[src/rtl/tlbh_pkg.sv]
package tlbh_pkg;

  localparam int VA_W   = 32;
  localparam int OFS_W  = 12;
  localparam int VPN_W  = VA_W - OFS_W;

  typedef enum logic [1:0] {
    SZ_4K  = 2'd0,
    SZ_16K = 2'd1,
    SZ_1M  = 2'd2,
    SZ_16M = 2'd3
  } pg_size_e;

  typedef struct packed {
    logic             vld;
    pg_size_e         size;
    logic [VPN_W-1:0] vpn;
    logic [VPN_W-1:0] ppn;
  } tlb_ent_t;

  // Page-number bits that belong to the in-page offset for a size.
  function automatic logic [VPN_W-1:0] keep_mask(input pg_size_e s);
    case (s)
      SZ_16K:  return VPN_W'(20'h00003);
      SZ_1M:   return VPN_W'(20'h000FF);
      SZ_16M:  return VPN_W'(20'h00FFF);
      default: return '0;
    endcase
  endfunction

  function automatic logic [VA_W-1:0] form_pa(input logic [VPN_W-1:0] ppn,
                                              input pg_size_e          s,
                                              input logic [VA_W-1:0]   va);
    logic [VPN_W-1:0] m;
    m = keep_mask(s);
    return {(ppn & ~m) | (va[VA_W-1:OFS_W] & m), va[OFS_W-1:0]};
  endfunction

endpackage

[src/rtl/tlb_cam.sv]
module tlb_cam
  import tlbh_pkg::*;
#(
  parameter int DEPTH = 4
) (
  input  logic             clk,
  input  logic             rst,
  input  logic             flush,
  input  logic [VA_W-1:0]  lk_va,
  output logic             lk_hit,
  output logic [VPN_W-1:0] lk_ppn,
  output pg_size_e         lk_size,
  input  logic             wr_en,
  input  logic [VPN_W-1:0] wr_vpn,
  input  logic [VPN_W-1:0] wr_ppn,
  input  pg_size_e         wr_size
);

  localparam int IW = (DEPTH > 1) ? $clog2(DEPTH) : 1;

  tlb_ent_t         ent [DEPTH];
  logic [DEPTH-1:0] hitv;
  logic [IW-1:0]    victim;

  // Size-masked tag compare per entry.
  for (genvar g = 0; g < DEPTH; g++) begin : g_cmp
    assign hitv[g] = ent[g].vld &&
      (((ent[g].vpn ^ lk_va[VA_W-1:OFS_W]) & ~keep_mask(ent[g].size)) == '0);
  end

  // Lowest matching index wins.
  always_comb begin
    lk_hit  = 1'b0;
    lk_ppn  = '0;
    lk_size = SZ_4K;
    for (int k = DEPTH - 1; k >= 0; k--) begin
      if (hitv[k]) begin
        lk_hit  = 1'b1;
        lk_ppn  = ent[k].ppn;
        lk_size = ent[k].size;
      end
    end
  end

  always_ff @(posedge clk) begin
    if (rst) begin
      victim <= '0;
      for (int k = 0; k < DEPTH; k++) ent[k] <= '0;
    end else begin
      if (wr_en) begin
        ent[victim] <= tlb_ent_t'{vld: 1'b1, size: wr_size, vpn: wr_vpn, ppn: wr_ppn};
        victim      <= (victim == IW'(DEPTH - 1)) ? '0 : victim + 1'b1;
      end
      if (flush) begin
        for (int k = 0; k < DEPTH; k++) ent[k].vld <= 1'b0;
      end
    end
  end

endmodule

[src/rtl/tlb_port_ctl.sv]
module tlb_port_ctl
  import tlbh_pkg::*;
(
  input  logic             clk,
  input  logic             rst,
  input  logic             req,
  input  logic [VA_W-1:0]  va,
  input  logic             u_hit,
  input  logic [VPN_W-1:0] u_ppn,
  input  pg_size_e         u_size,
  input  logic             grant,
  input  logic             m_hit,
  input  logic [VPN_W-1:0] m_ppn,
  input  pg_size_e         m_size,
  input  logic             walk_free,
  input  logic             fill_en,
  input  logic [VPN_W-1:0] fill_ppn,
  input  pg_size_e         fill_size,
  output logic             ack,
  output logic [VA_W-1:0]  pa,
  output logic             want_main,
  output logic             walk_start,
  output logic             u_wr_en,
  output logic [VPN_W-1:0] u_wr_ppn,
  output pg_size_e         u_wr_size
);

  typedef enum logic [1:0] {PS_IDLE, PS_MAIN, PS_WALK} pst_e;
  pst_e st;

  logic main_take;
  logic walk_take;

  assign want_main  = (st == PS_MAIN);
  assign main_take  = want_main && grant && m_hit;
  assign walk_start = want_main && grant && !m_hit && walk_free;
  assign walk_take  = (st == PS_WALK) && fill_en;

  // Refill of the own micro array, from the main array or from a walk.
  always_comb begin
    u_wr_en   = main_take || walk_take;
    u_wr_ppn  = main_take ? m_ppn  : fill_ppn;
    u_wr_size = main_take ? m_size : fill_size;
  end

  always_ff @(posedge clk) begin
    if (rst) begin
      st  <= PS_IDLE;
      ack <= 1'b0;
      pa  <= '0;
    end else begin
      ack <= 1'b0;
      case (st)
        PS_IDLE: begin
          if (req) begin
            if (u_hit) begin
              ack <= 1'b1;
              pa  <= form_pa(u_ppn, u_size, va);
            end else begin
              st <= PS_MAIN;
            end
          end
        end
        PS_MAIN: begin
          if (main_take) begin
            ack <= 1'b1;
            pa  <= form_pa(m_ppn, m_size, va);
            st  <= PS_IDLE;
          end else if (walk_start) begin
            st <= PS_WALK;
          end
        end
        PS_WALK: begin
          if (walk_take) begin
            ack <= 1'b1;
            pa  <= form_pa(fill_ppn, fill_size, va);
            st  <= PS_IDLE;
          end
        end
        default: st <= PS_IDLE;
      endcase
    end
  end

endmodule

[src/rtl/xlat_tlb2.sv]
module xlat_tlb2
  import tlbh_pkg::*;
#(
  parameter int I_DEPTH = 4,
  parameter int D_DEPTH = 4,
  parameter int M_DEPTH = 8
) (
  input  logic        clk,
  input  logic        rst,
  input  logic        flush,
  input  logic        i_req,
  input  logic [31:0] i_va,
  output logic        i_ack,
  output logic [31:0] i_pa,
  input  logic        d_req,
  input  logic [31:0] d_va,
  output logic        d_ack,
  output logic [31:0] d_pa,
  output logic        walk_req,
  output logic [31:0] walk_va,
  output logic        walk_for_data,
  input  logic        walk_rsp_valid,
  input  logic [19:0] walk_rsp_ppn,
  input  logic [1:0]  walk_rsp_size
);

  localparam int NP = 2;  // index 0: instruction, 1: data

  logic [NP-1:0]    p_req, p_ack, want, grant, w_start, fill_en, u_hit, u_wr_en;
  logic [VA_W-1:0]  p_va [NP];
  logic [VA_W-1:0]  p_pa [NP];
  logic [VPN_W-1:0] u_ppn [NP];
  logic [VPN_W-1:0] u_wr_ppn [NP];
  pg_size_e         u_size [NP];
  pg_size_e         u_wr_size [NP];

  logic             m_hit;
  logic [VPN_W-1:0] m_ppn;
  pg_size_e         m_size;
  logic [VA_W-1:0]  m_va;
  logic             m_wr_en;
  pg_size_e         rsp_size;

  logic             busy;
  logic             owner;
  logic [VA_W-1:0]  wva;

  assign p_req   = {d_req, i_req};
  assign p_va[0] = i_va;
  assign p_va[1] = d_va;
  assign i_ack   = p_ack[0];
  assign d_ack   = p_ack[1];
  assign i_pa    = p_pa[0];
  assign d_pa    = p_pa[1];

  // Fixed priority for the shared array: data before instruction.
  assign grant[1] = want[1];
  assign grant[0] = want[0] && !want[1];
  assign m_va     = grant[1] ? p_va[1] : p_va[0];

  assign rsp_size = pg_size_e'(walk_rsp_size);
  assign m_wr_en  = busy && walk_rsp_valid;
  assign fill_en  = {m_wr_en && owner, m_wr_en && !owner};

  for (genvar g = 0; g < NP; g++) begin : g_side
    localparam int UD = (g == 0) ? I_DEPTH : D_DEPTH;

    tlb_cam #(.DEPTH(UD)) u_micro (
      .clk     (clk),
      .rst     (rst),
      .flush   (flush),
      .lk_va   (p_va[g]),
      .lk_hit  (u_hit[g]),
      .lk_ppn  (u_ppn[g]),
      .lk_size (u_size[g]),
      .wr_en   (u_wr_en[g]),
      .wr_vpn  (p_va[g][VA_W-1:OFS_W]),
      .wr_ppn  (u_wr_ppn[g]),
      .wr_size (u_wr_size[g])
    );

    tlb_port_ctl u_ctl (
      .clk        (clk),
      .rst        (rst),
      .req        (p_req[g]),
      .va         (p_va[g]),
      .u_hit      (u_hit[g]),
      .u_ppn      (u_ppn[g]),
      .u_size     (u_size[g]),
      .grant      (grant[g]),
      .m_hit      (m_hit),
      .m_ppn      (m_ppn),
      .m_size     (m_size),
      .walk_free  (!busy),
      .fill_en    (fill_en[g]),
      .fill_ppn   (walk_rsp_ppn),
      .fill_size  (rsp_size),
      .ack        (p_ack[g]),
      .pa         (p_pa[g]),
      .want_main  (want[g]),
      .walk_start (w_start[g]),
      .u_wr_en    (u_wr_en[g]),
      .u_wr_ppn   (u_wr_ppn[g]),
      .u_wr_size  (u_wr_size[g])
    );
  end

  tlb_cam #(.DEPTH(M_DEPTH)) u_main (
    .clk     (clk),
    .rst     (rst),
    .flush   (flush),
    .lk_va   (m_va),
    .lk_hit  (m_hit),
    .lk_ppn  (m_ppn),
    .lk_size (m_size),
    .wr_en   (m_wr_en),
    .wr_vpn  (wva[VA_W-1:OFS_W]),
    .wr_ppn  (walk_rsp_ppn),
    .wr_size (rsp_size)
  );

  // Single outstanding walk.
  always_ff @(posedge clk) begin
    if (rst) begin
      busy  <= 1'b0;
      owner <= 1'b0;
      wva   <= '0;
    end else if (busy) begin
      if (walk_rsp_valid) busy <= 1'b0;
    end else if (|w_start) begin
      busy  <= 1'b1;
      owner <= w_start[1];
      wva   <= w_start[1] ? p_va[1] : p_va[0];
    end
  end

  assign walk_req      = busy;
  assign walk_va       = wva;
  assign walk_for_data = owner;

endmodule

[config.mk]
export PLATFORM = sky130hd
export DESIGN_NAME = xlat_tlb2
export DESIGN_NICKNAME = d
export VERILOG_FILES = /design/src/rtl/tlbh_pkg.sv /design/src/rtl/tlb_cam.sv /design/src/rtl/tlb_port_ctl.sv /design/src/rtl/xlat_tlb2.sv
export SDC_FILE = /design/constraint.sdc
export NUM_CORES = 2
export LEC_CHECK = 0
export BUFFER_PORTS_ARGS = -buffer_cell sky130_fd_sc_hd__clkbuf_2
export CORE_MARGIN = 10
export CORE_UTILIZATION = 50
export CTS_BUF_LIST = sky130_fd_sc_hd__clkbuf_4
export DETAILED_ROUTE_END_ITERATION = 10
export GPL_ROUTABILITY_DRIVEN = 0
export MAX_ROUTING_LAYER = met4
export PLACE_DENSITY = 0.67
export REMOVE_ABC_BUFFERS = 1
export SYNTH_ARGS = -nofsm -noshare
export SYNTH_HDL_FRONTEND = slang
export SYNTH_SLANG_ARGS = --single-unit
[constraint.sdc]
create_clock -name clk -period 5.85 [get_ports clk]
set_input_delay 0 -clock clk [delete_from_list [all_inputs] [get_ports clk]]
set_output_delay 0 -clock clk [all_outputs]
set_load 0.1 [all_outputs]
==> key figures <==
Layout
  – Most frequent cells in the layout: edfxtp_1 (672), and2_1 (349), nor2_1 (346)
  – P&R area growth vs syn: 17.1%
  – Final nets: 3960
  – Fillers: roughly 6.5k
  – Layout Cells excl Fill: ~5k
  – Commonest non-fill, non-tap cell in the layout: edfxtp_1
  – Layout cell share with drive strength beyond 1: approximately 18%

STA
  – Max-slew headroom: 19.4%
  – Worst Tran Pin Value: around 1.2 ns
  – RSZ-0062 raised after global routing: false
  – Max Clk Rate: approximately 180 MHz
  – Fin Clk Skew: 0.0941 ns
  – Max Transition Viols Final: 0
  – Count of final hold-check violations: 0
  – Setup violations, final: 0
  – Tmin final: around 5.6 ns
  – Tcrit/Tclk final: 96.4%

Pwr
  – Clock power share: 27.9%
  – Sw power: between 7 and 8 mW
  – Comb pwr share: a little under a third
  – Worst VDD drop: approximately 0.45 mV
  – Reg power frac: 41.2%
  – Cell Pwr Density: between 300 and 400 nW/µm²
  – Pleak: between 15 and 20 nW
  – Final Power: 17.6 mW
  – Sw frac: around two fifths
  – Pint: roughly 10 mW

Drt
  – Pre-antenna DRT Iters: 6
  – Via density: about 6.1
  – DRC: 0
  – ANT nets after route: 0
  – DR WL/cell: approximately 26 µm
  – Via count: 30.6k
  – Total Wirelength: around 130000 µm
  – Iter 0 DRT Violations: ~3.6k

Yosys
  – Post-synthesis mux area share: around 2.5%
  – Synthesis warning total: 0
  – Adder-cell area share of the yosys netlist: 0.702%
  – Register area share after synthesis: 58.0%
  – Synthesized instance count: roughly 3.4k
  – Mean Syn Cell Area: 11.5 µm²
  – Yosys reg bits: 799
  – Simple-gate portion of the synthesized area: between 15 and 20%
  – Async SR Flop Fraction: 0%
  – Post-synth cell types: 104
  – Synth Area in Compound Gates: between 10% and 20%
  – Synth Area in XOR/XNOR: 7.13%
  – Top FF cell, synth: edfxtp_1
  – Area of the mapped netlist: 39200 µm²
  – Post-synth EDFFs: about 670
  – Dominant combinational cell family by area after synthesis: simple AND/OR/NAND/NOR gates

Worst hold path
  – Hold Path End: u_main.ent[6][17]
  – Hold crit path type: input pin to register
  – Min-delay src: walk_rsp_ppn[17]
  – Hold path cells: 3

Floorplanning
  – Core Region: slightly below 80000 µm²
  – Initial core utilization: about half
  – Die W: 300 µm
  – Die height: around 300 µm
  – Die ar.: approximately 90000 µm²
  – # rows: around 100
  – Boundary Pins: ~190

Global route
  – GRT overflow: 0
  – First-pass GRT wire length: 196000 µm
  – Total GRT Usage: 29.9%
  – Vias in the first global route: approximately 30k
  – Largest net degree at the start of global routing: ~100
  – Initial antenna violation count: 7

Clock network
  – H-tree levels: 4
  – Post-CTS Setup Bufs: 0
  – Total CTS buffers: a little over 200
  – Clk buf depth: 3
  – Sink Count: 799
  – Worst skew pair latency: around 1.1 ns
  – Clk slew on worst S/H paths: about 0.060 ns
  – CTS tree: built
  – Clk root buf: clkbuf_4

Worst setup path
  – Critical Path End Type: register
  – WP data arrival: roughly 6.7 ns
  – Reg2reg path depth: 15
  – Setup slack, reg-to-reg: just over 0.2 ns
  – Crit path launch: g_side[1].u_ctl.st[1]
  – CP Max Fanout: 24
  – Setup CP Type: register to register
  – RR Startpoint: g_side[1].u_ctl.st[1]
  – FF-to-FF End: g_side[1].u_ctl.pa[7]
  – Critical path required time: 6.86 ns
  – CP startpoint kind: register

Outcome
  – Status: finished clean

Place
  – DP Cell Count: approximately 4.5k
  – Port-buffer cells: 191
  – Hpwl dp: roughly 86000 µm

Run
  – Max-Cap Viols: 0
[cell type report]
cell class                 count  area [µm²]  area share [%]
antenna                        4        10.0          0.0218
clock buffer                 308        2310            5.04
clock inverter                71         379           0.826
inverter                      36         135           0.295
multi-input combinational   2329       15400            33.5
sequential                   799       22700            49.5
tap                         1040        1300            2.84
timing repair buffer         474        3660            7.98
[per-layer routing]
layer  up-vias  global-route usage (%)  part of all wire (%)
met5         -                       -                     0
met3       319                    7.59                    11
li1      13500                       -                     -
met1     15000                    38.0                    39
met2      1831                    44.1                    45
met4         0                    15.0                   5.0
[how the worst max path moves through the flow]
| stage | to | slack (ns) |
|---|---|---|
| 2_1_floorplan | g_side[1].u_micro.ent[3][0] | -2.81 |
| 6_report | g_side[1].u_ctl.pa[7] | 0.21 |
| 3_3_place_gp | g_side[1].u_micro.ent[1][5] | 0.59 |
| 3_5_place_dp | g_side[1].u_micro.ent[3][5] | 0.61 |
| 4_1_cts | g_side[0].u_ctl.pa[18] | 0.27 |
| 5_1_grt | g_side[1].u_ctl.pa[7] | 0.05 |
[what timing repair did]
action,4_1_cts,5_1_grt
endpoints found under the hold margin,651,0
hold buffers,187,0
setup endpoints to repair,0,5
gates resized for setup,0,1
[Yosys cell counts, drive strengths merged, types with 36 or more instances]
cell	number	share of area, %
nand2	251	2.4
xor2	102	2.3
and2	349	5.6
a221oi	69	1.6
o21ai	71	0.91
o22ai	42	0.70
dfxtp	127	6.5
nor2	357	3.5
buf	54	0.82
nor3	64	0.84
and3	131	2.1
mux2i	58	2.1
nor4	39	0.72
xnor2	217	4.9
a21oi	117	1.6
edfxtp	672	51
clkbuf	201	1.9
inv	36	0.34
[logic make-up (layout without fill, tap and decap cells)]
| group | Yosys count | after routing |
|---|---|---|
| XOR/XNOR | 319 | 319 |
| flip-flops | 799 | 799 |
| AND/OR/NAND/NOR | 1344 | 1344 |
| AO/OA/AOI/OAI | 573 | 573 |
| adder cells (fa/ha/maj) | 22 | 22 |
| multiplexers | 71 | 71 |
| other | 0 | 4 |
| buffers and inverters | 291 | 889 |
[power groups by stage]
stage                     Sequential, mW  Clock [mW]  Combinational, mW
after floorplan                     8.96           0               1.88
after detailed placement            7.34           0               5.13
after global routing                7.29        5.26               5.67
after CTS                           7.23        4.97               5.35
after global placement              7.35           0               5.10
final                               7.25        4.91               5.43
[worst max-delay path, stage by stage (launching register included)]
cell           delay (ns)
dfxtp_1              0.34
inv_1                0.12
ha_4                 0.43
buf_4                0.50
mux2i_4              0.55
xnor2_1              0.17
nor2_1               0.08
a41oi_2              0.36
nor2_1               0.14
nor4_4               0.64
nand2_4              0.17
o221ai_2             0.93
buf_4                0.34
nand2_1              0.09
a21oi_1              0.14
dlygate4sd3_1        0.56
[flip-flops by register name, indices dropped and copies added, names as in the netlist]
name	flops
g_side.u_micro.victim	4
g_side.u_micro.ent	344
g_side.u_ctl.st	4
g_side.u_ctl.ack	2
walk_for_data	1
walk_req	1
u_main.ent	344
walk_va	32
g_side.u_ctl.pa	64
u_main.victim	3
[stage by stage]
step	instance area, µm²	setup WS [ns]	TNS (ns)	utilization, %	hold slack, ns
3_3_place_gp	41300	0.587	0	53.2	0.238
2_1_floorplan	38100	-2.81	-1350.75	-	0.0691
6_report	45900	0.208	0	59.1	0.0829
3_5_place_dp	41300	0.607	0	53.2	0.242
5_1_grt	45900	0.0459	0	59.1	0.0431
4_1_cts	45900	0.274	0	59.1	0.00114
(Power assumes the default switching activity.)
